File: config.mk
export PLATFORM = sky130hd
export DESIGN_NAME = led_blink_ctrl
export DESIGN_NICKNAME = d
export VERILOG_FILES = /design/src/rtl/led_blink_pkg.sv /design/src/rtl/led_regs.sv /design/src/rtl/led_prescaler.sv /design/src/rtl/led_wave.sv /design/src/rtl/led_blink_ctrl.sv
export SDC_FILE = /design/constraint.sdc
export NUM_CORES = 1
export LEC_CHECK = 0
export ABC_AREA = 1
export BUFFER_PORTS_ARGS = -buffer_cell sky130_fd_sc_hd__buf_2
export CORE_ASPECT_RATIO = 1.4
export CORE_MARGIN = 3
export CORE_UTILIZATION = 60
export CTS_BUF_LIST = sky130_fd_sc_hd__clkbuf_16
export DETAILED_ROUTE_END_ITERATION = 7
export GPL_TIMING_DRIVEN = 0
export HOLD_SLACK_MARGIN = 0.05
export MAX_ROUTING_LAYER = met4
export PLACE_DENSITY = 0.77
export SETUP_SLACK_MARGIN = 0.4
export SYNTH_ARGS = -nofsm -noshare
export SYNTH_HDL_FRONTEND = slang
export SYNTH_SLANG_ARGS = --single-unit
File: constraint.sdc
create_clock -name clk -period 6.03 [get_ports clk]
set_input_delay 0 -clock clk [delete_from_list [all_inputs] [get_ports clk]]
set_output_delay 0 -clock clk [all_outputs]
set_load 0.02 [all_outputs]
File: src/rtl/led_blink_pkg.sv
package led_blink_pkg;
  localparam int CTRL_W = 7;

  typedef enum logic [1:0] {
    SEL_CTRL   = 2'd0,
    SEL_PERIOD = 2'd1,
    SEL_DUTY   = 2'd2,
    SEL_STOP   = 2'd3
  } reg_sel_e;

  // control word, bit 6 down to bit 0
  typedef struct packed {
    logic       irq_mask;
    logic       auto_stop;
    logic       run;
    logic [3:0] tb_code;
  } ctrl_t;
endpackage

File: src/rtl/led_regs.sv
module led_regs
  import led_blink_pkg::*;
#(
  parameter int PER_W  = 12,
  parameter int STOP_W = 16,
  parameter int DATA_W = 16
) (
  input  logic              clk,
  input  logic              rst,
  input  logic              wr_en,
  input  reg_sel_e          sel,
  input  logic [DATA_W-1:0] wdata,
  input  logic              stop_hit,
  output ctrl_t             ctrl_q,
  output logic [PER_W-1:0]  period_q,
  output logic [PER_W-1:0]  duty_q,
  output logic [STOP_W-1:0] stop_q,
  output logic              flag_q,
  output logic              restart,
  output logic [DATA_W-1:0] rdata_q
);
  logic [DATA_W-1:0] rd_mux;
  logic              ctrl_wr;

  assign ctrl_wr = wr_en && (sel == SEL_CTRL);
  assign restart = wr_en && (sel != SEL_CTRL);

  always_comb begin
    rd_mux = '0;
    case (sel)
      SEL_CTRL:   rd_mux[CTRL_W-1:0] = ctrl_q;
      SEL_PERIOD: rd_mux[PER_W-1:0]  = period_q;
      SEL_DUTY:   rd_mux[PER_W-1:0]  = duty_q;
      SEL_STOP:   rd_mux[STOP_W-1:0] = stop_q;
      default:    rd_mux = '0;
    endcase
  end

  always_ff @(posedge clk) begin
    if (rst) begin
      ctrl_q   <= '0;
      period_q <= '0;
      duty_q   <= '0;
      stop_q   <= '0;
      flag_q   <= 1'b0;
      rdata_q  <= '0;
    end else begin
      if (ctrl_wr)
        ctrl_q <= ctrl_t'(wdata[CTRL_W-1:0]);
      else if (stop_hit)
        ctrl_q.run <= 1'b0;
      if (wr_en && sel == SEL_PERIOD) period_q <= wdata[PER_W-1:0];
      if (wr_en && sel == SEL_DUTY)   duty_q   <= wdata[PER_W-1:0];
      if (wr_en && sel == SEL_STOP)   stop_q   <= wdata[STOP_W-1:0];
      if (stop_hit)
        flag_q <= 1'b1;
      else if (wr_en && sel == SEL_STOP)
        flag_q <= 1'b0;
      rdata_q <= rd_mux;
    end
  end


  stop_clears_run_chk: assert property (@(posedge clk) disable iff (rst)
    (stop_hit && !ctrl_wr) |=> (!ctrl_q.run && flag_q));


  flag_clear_chk: assert property (@(posedge clk) disable iff (rst)
    (wr_en && sel == SEL_STOP && !stop_hit) |=> !flag_q);
endmodule

File: src/rtl/led_prescaler.sv
module led_prescaler #(
  parameter int CODE_W   = 4,
  parameter int CODE_MAX = 13
) (
  input  logic              clk,
  input  logic              rst,
  input  logic              run,
  input  logic              restart,
  input  logic [CODE_W-1:0] code,
  output logic              tick
);
  localparam int CNT_W = CODE_MAX + 1;

  logic [CNT_W-1:0]  cnt_q;
  logic [CNT_W-1:0]  lim_tab [0:CODE_MAX];
  logic [CODE_W-1:0] code_eff;
  logic [CNT_W-1:0]  limit;

  for (genvar g = 0; g <= CODE_MAX; g++) begin : g_lim
    assign lim_tab[g] = CNT_W'((64'd1 << (g + 1)) - 64'd1);
  end

  assign code_eff = (code > CODE_W'(CODE_MAX)) ? CODE_W'(CODE_MAX) : code;
  assign limit    = lim_tab[code_eff];
  assign tick     = run && (cnt_q >= limit);

  always_ff @(posedge clk) begin
    if (rst)
      cnt_q <= '0;
    else if (!run || restart || tick)
      cnt_q <= '0;
    else
      cnt_q <= cnt_q + 1'b1;
  end


  tick_restart_chk: assert property (@(posedge clk) disable iff (rst)
    tick |=> (cnt_q == '0));


  idle_hold_chk: assert property (@(posedge clk) disable iff (rst)
    !run |=> (cnt_q == '0));
endmodule

File: src/rtl/led_wave.sv
module led_wave #(
  parameter int PER_W  = 12,
  parameter int STOP_W = 16
) (
  input  logic              clk,
  input  logic              rst,
  input  logic              run,
  input  logic              restart,
  input  logic              tick,
  input  logic              auto_stop,
  input  logic [PER_W-1:0]  period,
  input  logic [PER_W-1:0]  duty,
  input  logic [STOP_W-1:0] stop,
  output logic              led_on,
  output logic              stop_hit
);
  logic [PER_W-1:0]  pcnt_q;
  logic [STOP_W-1:0] dcnt_q;
  logic [PER_W-1:0]  last_pos;
  logic              wrap;

  assign last_pos = (period == '0) ? '0 : period - 1'b1;
  assign wrap     = tick && (pcnt_q >= last_pos);
  assign stop_hit = wrap && auto_stop &&
                    (({1'b0, dcnt_q} + 1'b1) == {1'b0, stop});
  assign led_on   = run && ((pcnt_q < duty) || (duty >= period));

  always_ff @(posedge clk) begin
    if (rst)
      pcnt_q <= '0;
    else if (!run || restart)
      pcnt_q <= '0;
    else if (tick)
      pcnt_q <= wrap ? '0 : pcnt_q + 1'b1;
  end

  always_ff @(posedge clk) begin
    if (rst)
      dcnt_q <= '0;
    else if (!run || restart || !auto_stop || stop_hit)
      dcnt_q <= '0;
    else if (wrap)
      dcnt_q <= dcnt_q + 1'b1;
  end


  pcnt_range_chk: assert property (@(posedge clk) disable iff (rst)
    (period != '0) |-> (pcnt_q < period));


  stop_rearm_chk: assert property (@(posedge clk) disable iff (rst)
    stop_hit |=> (dcnt_q == '0));


  restart_zero_chk: assert property (@(posedge clk) disable iff (rst)
    restart |=> (pcnt_q == '0 && dcnt_q == '0));
endmodule

File: src/rtl/led_blink_ctrl.sv
module led_blink_ctrl
  import led_blink_pkg::*;
#(
  parameter int PER_W    = 12,
  parameter int STOP_W   = 16,
  parameter int DATA_W   = 16,
  parameter int CODE_MAX = 13
) (
  input  logic              clk,
  input  logic              rst,
  input  logic              bus_we,
  input  logic [1:0]        bus_addr,
  input  logic [DATA_W-1:0] bus_wdata,
  output logic [DATA_W-1:0] bus_rdata,
  output logic              led_out,
  output logic              irq_out
);
  ctrl_t             ctrl_q;
  logic [PER_W-1:0]  period_q;
  logic [PER_W-1:0]  duty_q;
  logic [STOP_W-1:0] stop_q;
  logic              flag_q;
  logic              restart;
  logic              tick;
  logic              led_on;
  logic              stop_hit;
  logic              led_q;
  logic              irq_q;

  led_regs #(.PER_W(PER_W), .STOP_W(STOP_W), .DATA_W(DATA_W)) u_regs (
    .clk      (clk),
    .rst      (rst),
    .wr_en    (bus_we),
    .sel      (reg_sel_e'(bus_addr)),
    .wdata    (bus_wdata),
    .stop_hit (stop_hit),
    .ctrl_q   (ctrl_q),
    .period_q (period_q),
    .duty_q   (duty_q),
    .stop_q   (stop_q),
    .flag_q   (flag_q),
    .restart  (restart),
    .rdata_q  (bus_rdata)
  );

  led_prescaler #(.CODE_W(4), .CODE_MAX(CODE_MAX)) u_pre (
    .clk     (clk),
    .rst     (rst),
    .run     (ctrl_q.run),
    .restart (restart),
    .code    (ctrl_q.tb_code),
    .tick    (tick)
  );

  led_wave #(.PER_W(PER_W), .STOP_W(STOP_W)) u_wave (
    .clk       (clk),
    .rst       (rst),
    .run       (ctrl_q.run),
    .restart   (restart),
    .tick      (tick),
    .auto_stop (ctrl_q.auto_stop),
    .period    (period_q),
    .duty      (duty_q),
    .stop      (stop_q),
    .led_on    (led_on),
    .stop_hit  (stop_hit)
  );

  always_ff @(posedge clk) begin
    if (rst) begin
      led_q <= 1'b0;
      irq_q <= 1'b0;
    end else begin
      led_q <= led_on;
      irq_q <= flag_q & ~ctrl_q.irq_mask;
    end
  end

  assign led_out = led_q;
  assign irq_out = irq_q;


  led_needs_run_chk: assert property (@(posedge clk) disable iff (rst)
    led_out |-> $past(ctrl_q.run));


  irq_source_chk: assert property (@(posedge clk) disable iff (rst)
    irq_out |-> ($past(flag_q) && !$past(ctrl_q.irq_mask)));
endmodule

==> metrics.cfg <==
[power_and_ir_drop]
internal-power_w=0.00109
p_leak_nw=3.05
clkPwrFrac_pct=36.7
switching_share_pct=28.3
comb_power_share_pct=14.4
p_per_area_mw_per_mm2=211
power_w=0.00153
p_seq_share_pct=48.9
irDropWorstVdd_mv=0.127
p_switching_w=0.000431

[global_routing]
overflow=0
gr-usage-all-layers_pct=30.4
antenna_found_initial=0
grt_pass1_vias=6007
grt_pass1_wl_um=27900
grt_max_degree=19

[critical_path]
arrival_ps=4220
rrSetupSlack_ps=2060
cp_data_required_time_ps=6280
crit_fanout=10
start_kind=register
cp-end-kind=register
critPathKind=reg -> reg

[sta]
fmax_mhz=252
maxSlewViolCount=0
rsz0062_at_grt=no
tns_ps=0
final_hold_viol_count=0
finClkSkew_ps=11.7
final.min_clock_period_ps=3970
min_period_over_period_pct=65.8
worstMarginPinSlew_ps=684
setup_viol=0
relSlewSlack_pct=54.0

[floorplan]
start_util_pct=61.7
die_height_um=128
die_w_um=93.4
rows=44
io_pins=39
core_mm2=0.0104
die-area_mm2=0.0120

[clock_network]
cts_tree=done
clkLatencyLatePin_ps=350
cts_setup_buffers=0
ctsRootBufferMaster=clkbuf_16
cts.sinks=108
cts_made_buffers=9
htree_num_levels=3
clock_path_buffers=2
clkTransAtPathRegs_ps=80

[synth]
ys.flop_type=dfxtp_1
syn_nets=1022
synth_cell_types=37
yosysMostFrequentCell=nand2_1
ys_seq_elements=108
synth_edf_count=0
yosysTopAreaCellShare_pct=33.7
synthTopCellsByCount=nand2_1 (190), inv_1 (140), dfxtp_1 (108)
syn_avg_cell_area_um2=6.77
ys_warn_count=0
syn_inst=948
yosysTopAreaCell=dfxtp_1
async_reset_ff_share_pct=0
netlist_area_mm2=0.00642
synth-seq-area-share_pct=33.7
yosys-top-cells-area=dfxtp_1 (34%), nand2_1 (11%), ha_1 (10%), inv_1 (8.2%), o21ai_0 (6.5%)

[placement]
dp_hpwl_um=13400
port_buffers=38
place_congestion=0.969

[routing]
vias=6360
routedWlPerCell_um=14.9
drt-vias-per-instance=5.50
postRouteAntennaNets=0
drc=0
totalWireLength_um=17200
detail_route.iter0.violations=389
drtPass1Iterations=5

[final_layout]
drive_above_1_share_pct=7.76
syn_to_final_growth_pct=12.5
fillers=926
nNetsFinal=1087
diodes=0
post-route-util_pct=69.4

[job]
max_cap_violations=0

[hold_path]
hp-class=in -> reg

[run_status]
run_status=completed

-- final timing paths --
kind / from / end / cells after the start
hold / removal: bus_addr[1] / u_regs.rdata_q[2] / 4
setup / recovery: u_regs.period_q[0] / u_wave.dcnt_q[12] / 17
setup reg to reg: u_regs.period_q[0] / u_wave.dcnt_q[12] / 17
hold reg to reg: u_regs.flag_q / irq_out / 2
-- area by class of cell --
type	instances	area, um^2	share of cell area [%]
Multi-Input combinational cell	676	3620	50.2
Sequential cell	108	2160	29.9
Inverter	143	537	7.43
Timing Repair Buffer	54	350	4.85
Clock buffer	9	225	3.12
Tap cell	138	173	2.39
Buffer	21	95.1	1.32
Clock inverter	7	53.8	0.745
-- flip-flops by register name, indices dropped and copies added, names as in the netlist --
signal and flops:
irq_out 1, u_wave.pcnt_q 12, u_wave.dcnt_q 16, u_regs.duty_q 12
u_regs.period_q 12, u_regs.flag_q 1, u_pre.cnt_q 14, led_out 1
u_regs.rdata_q 16, u_regs.stop_q 16, u_regs.ctrl_q 7
-- placed cells by master (no fill, tap or decap), types with 2 or more instances in the layout --
cell / synthesis / final
or2_2: 3 / 3
nor2_2: 14 / 14
nand3_1: 59 / 59
buf_2: 0 / 38
o221ai_1: 6 / 6
o21ai_0: 84 / 84
nor3b_1: 2 / 2
clkbuf_16: 0 / 9
nand3_2: 3 / 3
nor2_4: 2 / 2
o21ai_1: 2 / 2
clkinv_1: 3 / 4
nor2_1: 105 / 105
dlygate4sd3_1: 0 / 16
clkbuf_1: 20 / 20
nand2_2: 2 / 2
nand2_1: 190 / 190
o21bai_1: 2 / 2
a21oi_1: 81 / 81
a211oi_1: 3 / 3
ha_1: 53 / 53
inv_1: 140 / 141
clkinv_4: 0 / 4
xor2_1: 13 / 13
nand3b_1: 2 / 2
o22ai_1: 7 / 7
dfxtp_1: 108 / 108
nor3_1: 16 / 16
nand4_1: 16 / 16
-- layer usage --
metal | share of wire [%] | wire, um | GRT usage (%)
met5 | 0 | 0 | -
met4 | 5.2 | 894 | 15.2
met3 | 4.1 | 705 | 4.85
met2 | 52 | 9000 | 55.3
met1 | 38 | 6590 | 31.2
-- worst max-delay path, stage by stage (launching register included) --
cell,delay [ps]
dfxtp_1,340
inv_1,210
ha_1,220
nand3_1,80
nor4_1,530
clkinv_1,440
nand3_1,200
ha_1,260
nand2_1,90
nor2_1,70
and2_1,130
nand2_1,60
nand4_1,180
nand3_2,240
clkbuf_1,500
o21ai_0,170
inv_1,100
nor2_2,40
-- kinds of logic after synthesis --
group,count (synthesis),share of synthesized area (%)
DFF,108,33.7
adders and majority gates,53,10.3
AOI/OAI and AO/OA,191,15.8
and+or+nand+nor,418,28.4
buffers and inverters,164,9.84
xor gates and xnor gates,14,1.91
-- through the flow --
step	setup slack, ps	hold slack (ps)	area [um^2]	std cells
2_1_floorplan	3180	149	6420	948
3_3_place_gp	2120	276	6780	1124
3_5_place_dp	2120	288	6780	1124
4_1_cts	2080	95.9	7220	1156
5_1_grt	1780	120	7220	1156
6_report	2060	110	7220	1156
-- power by group through the flow --
stage,Combinational (W),Clock [W],Sequential [W]
2_1_floorplan,0.000144,0,0.000762
3_3_place_gp,0.000204,0,0.000761
3_5_place_dp,0.000207,0,0.000762
4_1_cts,0.000217,0.000567,0.000745
5_1_grt,0.000251,0.000601,0.000747
6_report,0.000219,0.000560,0.000746
-- timing repair --
item,CTS,global route
setup endpoints to repair,0,0
resized for setup,0,0
hold buffers,16,0
endpoints found under the hold margin,44,0
Note: power is estimated with default switching activity, not from simulation.
